`config.mk`:
```
export PLATFORM = sky130hd
export DESIGN_NAME = bus_recover_top
export DESIGN_NICKNAME = d
export VERILOG_FILES = /design/src/rtl/bus_recover_pkg.sv /design/src/rtl/bus_recover_ctrl.sv /design/src/rtl/bus_recover_dp.sv /design/src/rtl/bus_recover_top.sv
export SDC_FILE = /design/constraint.sdc
export NUM_CORES = 1
export LEC_CHECK = 0
export CAP_MARGIN = 40
export CORE_ASPECT_RATIO = 1.4
export CORE_MARGIN = 3
export CORE_UTILIZATION = 30
export CTS_CLUSTER_SIZE = 28
export DETAILED_ROUTE_END_ITERATION = 7
export HOLD_SLACK_MARGIN = 0.15
export SLEW_MARGIN = 5
export SYNTH_ARGS = -nofsm -noshare
export SYNTH_HDL_FRONTEND = slang
export SYNTH_HIERARCHICAL = 1
export SYNTH_SLANG_ARGS = --single-unit
```
`constraint.sdc`:
```
create_clock -name clk -period 9.4 [get_ports clk]
set_input_delay 1.41 -clock clk [delete_from_list [all_inputs] [get_ports clk]]
set_output_delay 1.41 -clock clk [all_outputs]
set_load 0.01 [all_outputs]
```
`src/rtl/bus_recover_pkg.sv`:
```
package bus_recover_pkg;

  typedef enum logic [3:0] {
    ST_IDLE, ST_SU1, ST_HD1, ST_DROP, ST_LOW, ST_HIGH,
    ST_SU2, ST_HD2, ST_STOP_LOW, ST_STOP_SU, ST_FREE
  } seqState_e;

  typedef enum logic [2:0] {
    DUR_ONE, DUR_SU_STA, DUR_HD_STA, DUR_LOW, DUR_HIGH, DUR_SU_STO, DUR_BUF
  } durKind_e;

  typedef struct packed {
    logic     launch;
    logic     load;
    durKind_e kind;
    logic     sclLow;
    logic     sdaLow;
    logic     finish;
  } strobe_t;

endpackage

```
`src/rtl/bus_recover_ctrl.sv`:
```
module bus_recover_ctrl
  import bus_recover_pkg::*;
#(
  parameter int NUM_CLOCKS = 9
) (
  input  logic    clk,
  input  logic    rstN,
  input  logic    startReq,
  input  logic    timerZero,
  output strobe_t strb,
  output logic    busy
);

  localparam int BIT_W = $clog2(NUM_CLOCKS);
  localparam logic [BIT_W-1:0] LAST_BIT = BIT_W'(NUM_CLOCKS - 1);

  seqState_e state, nextState;
  logic [BIT_W-1:0] bitCnt, bitNext;

  always_ff @(posedge clk or negedge rstN) begin
    if (!rstN) begin
      state  <= ST_IDLE;
      bitCnt <= '0;
    end else begin
      state  <= nextState;
      bitCnt <= bitNext;
    end
  end

  always_comb begin
    nextState = state;
    bitNext   = bitCnt;
    strb      = '0;
    unique case (state)
      ST_IDLE: if (startReq) begin
        nextState   = ST_SU1;
        strb.launch = 1'b1;
        strb.load   = 1'b1;
        strb.kind   = DUR_SU_STA;
      end
      ST_SU1: if (timerZero) begin
        nextState   = ST_HD1;
        strb.load   = 1'b1;
        strb.kind   = DUR_HD_STA;
        strb.sdaLow = 1'b1;
      end
      ST_HD1: if (timerZero) begin
        nextState   = ST_DROP;
        strb.load   = 1'b1;
        strb.kind   = DUR_ONE;
        strb.sclLow = 1'b1;
        strb.sdaLow = 1'b1;
      end
      ST_DROP: if (timerZero) begin
        nextState   = ST_LOW;
        bitNext     = '0;
        strb.load   = 1'b1;
        strb.kind   = DUR_LOW;
        strb.sclLow = 1'b1;
      end
      ST_LOW: if (timerZero) begin
        nextState = ST_HIGH;
        strb.load = 1'b1;
        strb.kind = DUR_HIGH;
      end
      ST_HIGH: if (timerZero) begin
        strb.load = 1'b1;
        if (bitCnt == LAST_BIT) begin
          nextState = ST_SU2;
          strb.kind = DUR_SU_STA;
        end else begin
          nextState   = ST_LOW;
          bitNext     = bitCnt + BIT_W'(1);
          strb.kind   = DUR_LOW;
          strb.sclLow = 1'b1;
        end
      end
      ST_SU2: if (timerZero) begin
        nextState   = ST_HD2;
        strb.load   = 1'b1;
        strb.kind   = DUR_HD_STA;
        strb.sdaLow = 1'b1;
      end
      ST_HD2: if (timerZero) begin
        nextState   = ST_STOP_LOW;
        strb.load   = 1'b1;
        strb.kind   = DUR_LOW;
        strb.sclLow = 1'b1;
        strb.sdaLow = 1'b1;
      end
      ST_STOP_LOW: if (timerZero) begin
        nextState   = ST_STOP_SU;
        strb.load   = 1'b1;
        strb.kind   = DUR_SU_STO;
        strb.sdaLow = 1'b1;
      end
      ST_STOP_SU: if (timerZero) begin
        nextState = ST_FREE;
        strb.load = 1'b1;
        strb.kind = DUR_BUF;
      end
      ST_FREE: if (timerZero) begin
        nextState   = ST_IDLE;
        strb.finish = 1'b1;
      end
      default: nextState = ST_IDLE;
    endcase
  end

  assign busy = (state != ST_IDLE);

  // the dummy clock index never leaves its range
  a_r3_bit_range: assert property (@(posedge clk) disable iff (!rstN)
    bitCnt <= LAST_BIT);

  // the first setup phase is entered only from idle
  a_r8_entry_from_idle: assert property (@(posedge clk) disable iff (!rstN)
    (state == ST_SU1 && $past(state) != ST_SU1) |-> $past(state) == ST_IDLE);

endmodule

```
`src/rtl/bus_recover_dp.sv`:
```
module bus_recover_dp
  import bus_recover_pkg::*;
#(
  parameter int CNT_W       = 16,
  parameter int SLOW_LOW    = 163,
  parameter int SLOW_HIGH   = 75,
  parameter int SLOW_SU_STA = 75,
  parameter int SLOW_HD_STA = 75,
  parameter int SLOW_SU_STO = 75,
  parameter int SLOW_BUF    = 163,
  parameter int FAST_LOW    = 50,
  parameter int FAST_HIGH   = 50,
  parameter int FAST_SU_STA = 32,
  parameter int FAST_HD_STA = 32,
  parameter int FAST_SU_STO = 32,
  parameter int FAST_BUF    = 63
) (
  input  logic    clk,
  input  logic    rstN,
  input  strobe_t strb,
  input  logic    fastMode,
  input  logic    sdaIn,
  output logic    timerZero,
  output logic    sclOe,
  output logic    sdaOe,
  output logic    donePulse,
  output logic    sdaHighSeen
);

  logic [CNT_W-1:0] cnt, dur;
  logic profFast, useFast;

  assign useFast = strb.launch ? fastMode : profFast;

  always_comb begin
    unique case (strb.kind)
      DUR_SU_STA: dur = useFast ? CNT_W'(FAST_SU_STA) : CNT_W'(SLOW_SU_STA);
      DUR_HD_STA: dur = useFast ? CNT_W'(FAST_HD_STA) : CNT_W'(SLOW_HD_STA);
      DUR_LOW:    dur = useFast ? CNT_W'(FAST_LOW)    : CNT_W'(SLOW_LOW);
      DUR_HIGH:   dur = useFast ? CNT_W'(FAST_HIGH)   : CNT_W'(SLOW_HIGH);
      DUR_SU_STO: dur = useFast ? CNT_W'(FAST_SU_STO) : CNT_W'(SLOW_SU_STO);
      DUR_BUF:    dur = useFast ? CNT_W'(FAST_BUF)    : CNT_W'(SLOW_BUF);
      default:    dur = CNT_W'(1);
    endcase
  end

  always_ff @(posedge clk or negedge rstN) begin
    if (!rstN) begin
      cnt         <= '0;
      profFast    <= 1'b0;
      sclOe       <= 1'b0;
      sdaOe       <= 1'b0;
      donePulse   <= 1'b0;
      sdaHighSeen <= 1'b0;
    end else begin
      donePulse <= strb.finish;
      if (strb.launch) profFast <= fastMode;
      if (strb.load) begin
        cnt   <= dur - CNT_W'(1);
        sclOe <= strb.sclLow;
        sdaOe <= strb.sdaLow;
      end else if (cnt != '0) begin
        cnt <= cnt - CNT_W'(1);
      end
      if (strb.finish) sdaHighSeen <= sdaIn;
    end
  end

  assign timerZero = (cnt == '0);

  // the two line enables never move in the same cycle
  a_r9_no_joint_edge: assert property (@(posedge clk) disable iff (!rstN)
    !((sclOe != $past(sclOe)) && (sdaOe != $past(sdaOe))));

  // done lasts a single cycle
  a_r5_done_single: assert property (@(posedge clk) disable iff (!rstN)
    donePulse |=> !donePulse);

  // done finds the bus released
  a_r5_done_released: assert property (@(posedge clk) disable iff (!rstN)
    donePulse |-> (!sclOe && !sdaOe));

  // status carries the SDA level seen at the done edge
  a_r6_status_sample: assert property (@(posedge clk) disable iff (!rstN)
    $rose(donePulse) |-> sdaHighSeen == $past(sdaIn));

endmodule

```
`src/rtl/bus_recover_top.sv`:
```
module bus_recover_top
  import bus_recover_pkg::*;
#(
  parameter int NUM_CLOCKS  = 9,
  parameter int CNT_W       = 16,
  parameter int SLOW_LOW    = 163,
  parameter int SLOW_HIGH   = 75,
  parameter int SLOW_SU_STA = 75,
  parameter int SLOW_HD_STA = 75,
  parameter int SLOW_SU_STO = 75,
  parameter int SLOW_BUF    = 163,
  parameter int FAST_LOW    = 50,
  parameter int FAST_HIGH   = 50,
  parameter int FAST_SU_STA = 32,
  parameter int FAST_HD_STA = 32,
  parameter int FAST_SU_STO = 32,
  parameter int FAST_BUF    = 63
) (
  input  logic clk,
  input  logic rstN,
  input  logic startReq,
  input  logic fastMode,
  input  logic sdaIn,
  output logic sclOe,
  output logic sdaOe,
  output logic busy,
  output logic donePulse,
  output logic sdaHighSeen
);

  strobe_t strb;
  logic    timerZero;

  bus_recover_ctrl #(.NUM_CLOCKS(NUM_CLOCKS)) ctrl_i (
    .clk(clk), .rstN(rstN), .startReq(startReq), .timerZero(timerZero),
    .strb(strb), .busy(busy)
  );

  bus_recover_dp #(
    .CNT_W(CNT_W),
    .SLOW_LOW(SLOW_LOW), .SLOW_HIGH(SLOW_HIGH), .SLOW_SU_STA(SLOW_SU_STA),
    .SLOW_HD_STA(SLOW_HD_STA), .SLOW_SU_STO(SLOW_SU_STO), .SLOW_BUF(SLOW_BUF),
    .FAST_LOW(FAST_LOW), .FAST_HIGH(FAST_HIGH), .FAST_SU_STA(FAST_SU_STA),
    .FAST_HD_STA(FAST_HD_STA), .FAST_SU_STO(FAST_SU_STO), .FAST_BUF(FAST_BUF)
  ) dp_i (
    .clk(clk), .rstN(rstN), .strb(strb), .fastMode(fastMode), .sdaIn(sdaIn),
    .timerZero(timerZero), .sclOe(sclOe), .sdaOe(sdaOe),
    .donePulse(donePulse), .sdaHighSeen(sdaHighSeen)
  );

endmodule

```
Word level (Yosys, flattened, before mapping)
Cells that the tools add are included.
Widths: inputs -> output; s select.
{ "totals": {"reg_bits": 29, "input_bits": 5, "output_inout_bits": 5, "elab_cells": 92} }
{ "op_classes": {"n_addsub": 3, "eq_ne": 29, "mux": 41, "n_reduce_logical": 11} }
{ "ops": {"columns": ["cell", "n"], "rows": [
  ["$mux 4", 17],
  ["$pmux 16 s4", 1],
  ["$pmux 4 s11", 1],
  ["$pmux 4 s9", 1],
  ["$mux 16", 2],
  ["$sub 16x1->16 const B", 2],
  ["$ne 2x1->1 const B", 10],
  ["$eq 4x3->1 const B", 4],
  ["$eq 4x4->1 const B", 4],
  ["$logic_not 16->1", 1],
  ["$mux 8", 2],
  ["$reduce_bool 16->1", 1],
  ["$mux 5", 3],
  ["$mux 7", 2],
  ["$mux 6", 2],
  ["$reduce_and 11->1", 1],
  ["$eq 3x3->1 const B", 3],
  ["$eq 4x2->1 const B", 2],
  ["$pmux 4 s2", 1],
  ["$eq 3x2->1 const B", 2],
  ["$reduce_or 3->1", 2],
  ["$mux 1", 5],
  ["$add 4x1->4 const B", 1],
  ["$eq 4x1->1 const B", 1],
  ["10 further kinds", 13]
]} }

Depth between registers and ports, before layout
{ "logic_depth": {"depth_word": 9, "depth_mapped": 17, "depth_no_buf": 15} }

Modules after synthesis
The synthesis kept the hierarchy.
{ "by_module_without_submodules": {"columns": ["module", "n_inst", "cells_each", "area_per_inst_um2", "seq_area_each_um2"], "rows": [
  ["bus_recover_dp", 1, 138, 1338.8, 525.5],
  ["bus_recover_ctrl", 1, 96, 720.7, 200.2]
]} }

Least setup slack after synthesis
No wires, ideal clock.
{ "synth_timing": {"kind": "register -> register", "startpoint": "register dp_i.cnt[11]", "endpoint": "register dp_i.cnt[8]", "setup_time_ns": 0.123, "arrival_ns": 3.947, "required_ns": 9.277, "slack_ns": 5.331, "path_stages_with_launch": 16, "n_path_buf": 2, "period_less_slack_ns": 4.069, "path_cell_list": "dfrtp_1 nor4_2 nand4_1 nor4_2 inv_1 o22a_1 o21ai_0 buf_2 buf_1 nand3_1 o21ai_0 ha_1 o311ai_0 nand4b_1 or4_1 mux2i_1"} }
{ "synth_lines": {"columns": ["item", "line", "rtl"], "rows": [
  ["from (decl)", "bus_recover_dp.sv:30", "logic [CNT_W-1:0] cnt, dur;"],
  ["from (signal assigned)", "bus_recover_dp.sv:59", "cnt <= dur - CNT_W'(1);"],
  ["from (signal assigned)", "bus_recover_dp.sv:63", "cnt <= cnt - CNT_W'(1);"]
]} }

==> flow_summary.yaml <==
status:
  outcome: "finished clean"
critical_path:
  timing.critical_path.buf_inv: 1
  critical_path_required_ns: 9.59
  slowest_stage: "sky130_fd_sc_hd__o22ai_1"
  start_kind: "input port"
  critPathTopFamily: "compound AO/OA/AOI/OAI gates"
  slowest_delay_ns: 0.69
  critPathArrivalTime_ns: 4.82
  cp_max_fo: 12
  path_cells: "clkdlybuf4s50_1 -> nor2b_1 -> a21oi_1 -> o22ai_1 -> nor3_1 -> a21oi_1 -> nand3_1 -> o21ai_0 -> ha_1 -> o311ai_0 -> nand4b_1 -> nor4_2 -> o22ai_1 -> a31oi_1"
  ws_path_type: "input port to flop"
  timing.critical_path.to_type: "flop"
power:
  power_density_nw_per_um2: 247
  vdd_ir_drop_max_mv: 0.0668
  seq_power_share_pct: 37.7
  netSwitchingFraction_pct: 41.8
  p_leak_nw: 0.903
  power.share.combinational_pct: 44.4
  internal_power_uw: 333
  clock_power_share_pct: 17.9
  power.net_switching_uw: 239
drt:
  finalWirelength_um: 4390
  drt-pass1-iter-count: 5
  route.vias.total: 1703
  detail_route.iter0.violations: 76
  route.detailed.drc: 0
  wl_per_cell_um: 13.3
  route.antenna.remaining_nets: 0
  drt-vias-per-instance: 5.15
timing:
  finalSetupViolCount: 0
  grt_setup_unrepaired: "false"
  timing.max_slew.rel_slack_pct: 42.8
  timing.clock.skew_ns: 0.00485
  period_share_pct: 49.2
  hold_violations: 0
  min_period_ns: 4.63
  worst_pin_slew_ns: 0.858
  fmaxAchievable_ghz: 0.216
  final_max_slew_viol_count: 0
  final_total_negative_setup_slack_ns: 0
floorplan:
  initial_utilization_pct: 31.1
  io_pins: 10
  core_region_area_um2: 6610
  floorplan.rows: 35
  chipWidth_um: 76.0
  die-area_um2: 7910
  die-height_um: 104
layout:
  n_antenna_cell: 0
  proportion_of_layout_cells_with_a_drive_suffix_above_1_pct: 13.0
  mostFrequentLayoutCell: "sky130_fd_sc_hd__dfrtp_1"
  nets_finish: 247
  fillerInstances: 691
  stdcell_count: 331
  layout_common_cells: "29 x sky130_fd_sc_hd__dfrtp_1, 20 x sky130_fd_sc_hd__nor2_1, 19 x sky130_fd_sc_hd__nand2_1"
  area_growth_pct: 12.3
clock_network:
  post-cts-setup-buffers: 0
  cts_resized: 0
  cts_tree: "built"
  cts_num_sinks: 29
  post_cts_hold_buffers: 0
  cts_buffers: 5
  clk_root_buffer_cell: "sky130_fd_sc_hd__clkbuf_8"
  cts.clk_slew.worst_paths_ns: 0.06
  cts-root-to-sink-buffers: 2
  clock_latency_ns: 0.27
  clock_tree.htree_level_count: 2
yosys:
  yosys.cell_types.count: 58
  asyncSetResetFlopFracSynth_pct: 100
  top_reg_cell_synth: "sky130_fd_sc_hd__dfrtp_1"
  synth_sequential_area_ratio_pct: 35.2
  post_synth_inst_count: 234
  synth.ff_latch_count: 29
  synth_enable_flop_cells: 0
  mappedNetlistNets: 242
  post_synth.cell_area_avg_um2: 8.80
  synth.yosys.warnings: 6
  mappedNetlistArea_um2: 2060
grt:
  first_global_vias: 1691
  grt_overflow: 0
  grt_use_total_pct: 12.0
  pin_count_of_the_biggest_net_entering_global_routing: 30
  grt_antenna_before_repair: 0
  grt_first_pass_wirelength_um: 7870
job:
  max-cap-violations: 0
place:
  detailed_place_hpwl_um: 3100
  io_buffer_count: 9
  gp_congestion: 0.812
  post-place-cells: 324
worst_hold_path:
  hold_path.class: "flop to flop"
worst paths after layout:
| check | start | to | slack [ns] | cells after the start |
|---|---|---|---|---|
| setup / recovery | startReq | dp_i/cnt[12] | 4.77 | 14 |
| hold / removal | ctrl_i/bitCnt[2] | ctrl_i/bitCnt[2] | 0.50 | 1 |
| setup reg to reg | dp_i/cnt[11] | dp_i/cnt[12] | 4.95 | 16 |
| hold reg to reg | ctrl_i/bitCnt[2] | ctrl_i/bitCnt[2] | 0.50 | 1 |
| max in group asynchronous | rstN | dp_i/cnt[7] | 7.60 | 2 |
| min in group asynchronous | rstN | ctrl_i/state[0] | 1.52 | 2 |
through the flow:
| stage | setup slack (ns) | utilization (%) | power [mW] | area (um^2) | hold WS (ns) |
|---|---|---|---|---|---|
| after floorplan | 5.33 | - | 0.420 | 2060 | 0.452 |
| final | 4.77 | 35.0 | 0.572 | 2310 | 0.499 |
| after CTS | 4.79 | 35.0 | 0.579 | 2310 | 0.506 |
| after global routing | 4.46 | 35.0 | 0.624 | 2310 | 0.528 |
| after global placement | 4.63 | 33.6 | 0.471 | 2220 | 0.481 |
| after detailed placement | 4.51 | 33.7 | 0.472 | 2230 | 0.496 |
layout make-up:
cell class,instances,area (um^2),area share [%]
clock buffer,7,86.3,3.73
inverter,11,43.8,1.89
multi-input combinational,178,1210,52.5
sequential,29,726,31.4
tap,92,115,4.98
timing repair buffer,14,128,5.52
power groups by stage:
stage / logic [mW] / clock network, mW / registers (mW)
after CTS: 0.256 / 0.107 / 0.215
after detailed placement: 0.255 / 0 / 0.217
after global routing: 0.287 / 0.113 / 0.224
final: 0.254 / 0.103 / 0.215
after floorplan: 0.233 / 0 / 0.187
after global placement: 0.253 / 0 / 0.218
worst register-to-register path, stage by stage (launching register included):
cell and delay (ns):
sky130_fd_sc_hd__dfrtp_1 0.44, sky130_fd_sc_hd__nor4_2 0.41, sky130_fd_sc_hd__nand4_1 0.21, sky130_fd_sc_hd__nor4_2 0.25, sky130_fd_sc_hd__buf_4 0.29, sky130_fd_sc_hd__a21oi_1 0.10, sky130_fd_sc_hd__o22ai_1 0.69, sky130_fd_sc_hd__nor3_1 0.15
sky130_fd_sc_hd__a21oi_1 0.16, sky130_fd_sc_hd__nand3_1 0.09, sky130_fd_sc_hd__o21ai_0 0.12, sky130_fd_sc_hd__ha_1 0.26, sky130_fd_sc_hd__o311ai_0 0.24, sky130_fd_sc_hd__nand4b_1 0.30, sky130_fd_sc_hd__nor4_2 0.38, sky130_fd_sc_hd__o22ai_1 0.16
sky130_fd_sc_hd__a31oi_1 0.15
per-layer routing:
layer	vias to the layer above	GRT usage (%)	share of wire [%]
met3	8	2.77	2.9
met1	819	14.0	42
met4	0	5.05	1.5
li1	849	-	-
met5	-	0	0
met2	27	21.0	53
cells by family after synthesis:
kind of cell,after synthesis,share of synthesized area [%]
AO/OA/AOI/OAI,53,18.2
XOR/XNOR,9,3.83
adder cells (fa/ha/maj),4,2.31
buffers and inverters,27,5.77
flip-flops,29,35.2
multiplexers,11,6.26
AND/OR/NAND/NOR,101,28.4
sequential cells by signal (all words and copies together) (netlist names):
register / cells
ctrl_i/bitCnt: 4
ctrl_i/state: 4
dp_i/cnt: 16
dp_i/donePulse: 1
dp_i/profFast: 1
dp_i/sclOe: 1
dp_i/sdaHighSeen: 1
dp_i/sdaOe: 1
cells in the mapped netlist, drive strengths merged, types with 2 or more instances:
cell type / number / share of area (%)
dfrtp: 29 / 35
nand4b: 2 / 0.85
nand2: 19 / 3.5
xnor2: 5 / 2.1
o21ai: 12 / 2.9
o31a: 2 / 0.85
mux2i: 6 / 3.5
clkbuf: 7 / 1.3
or3b: 2 / 0.85
xor2: 4 / 1.7
nor4: 8 / 4.1
nor2b: 11 / 3.3
nand3: 5 / 1.2
nand4: 4 / 1.2
nor2: 20 / 3.6
or3: 3 / 1.2
a211oi: 2 / 0.97
or4: 2 / 0.73
o211ai: 4 / 2.1
buf: 9 / 2.4
o22ai: 5 / 1.5
nor3: 9 / 2.4
nand3b: 2 / 0.73
o21a: 4 / 1.5
mux2: 5 / 2.7
nor3b: 2 / 0.73
ha: 3 / 1.8
nand2b: 6 / 1.8
inv: 11 / 2.1
a21oi: 11 / 2.7
a31oi: 3 / 0.91
Power figures use the tool's default switching activity.
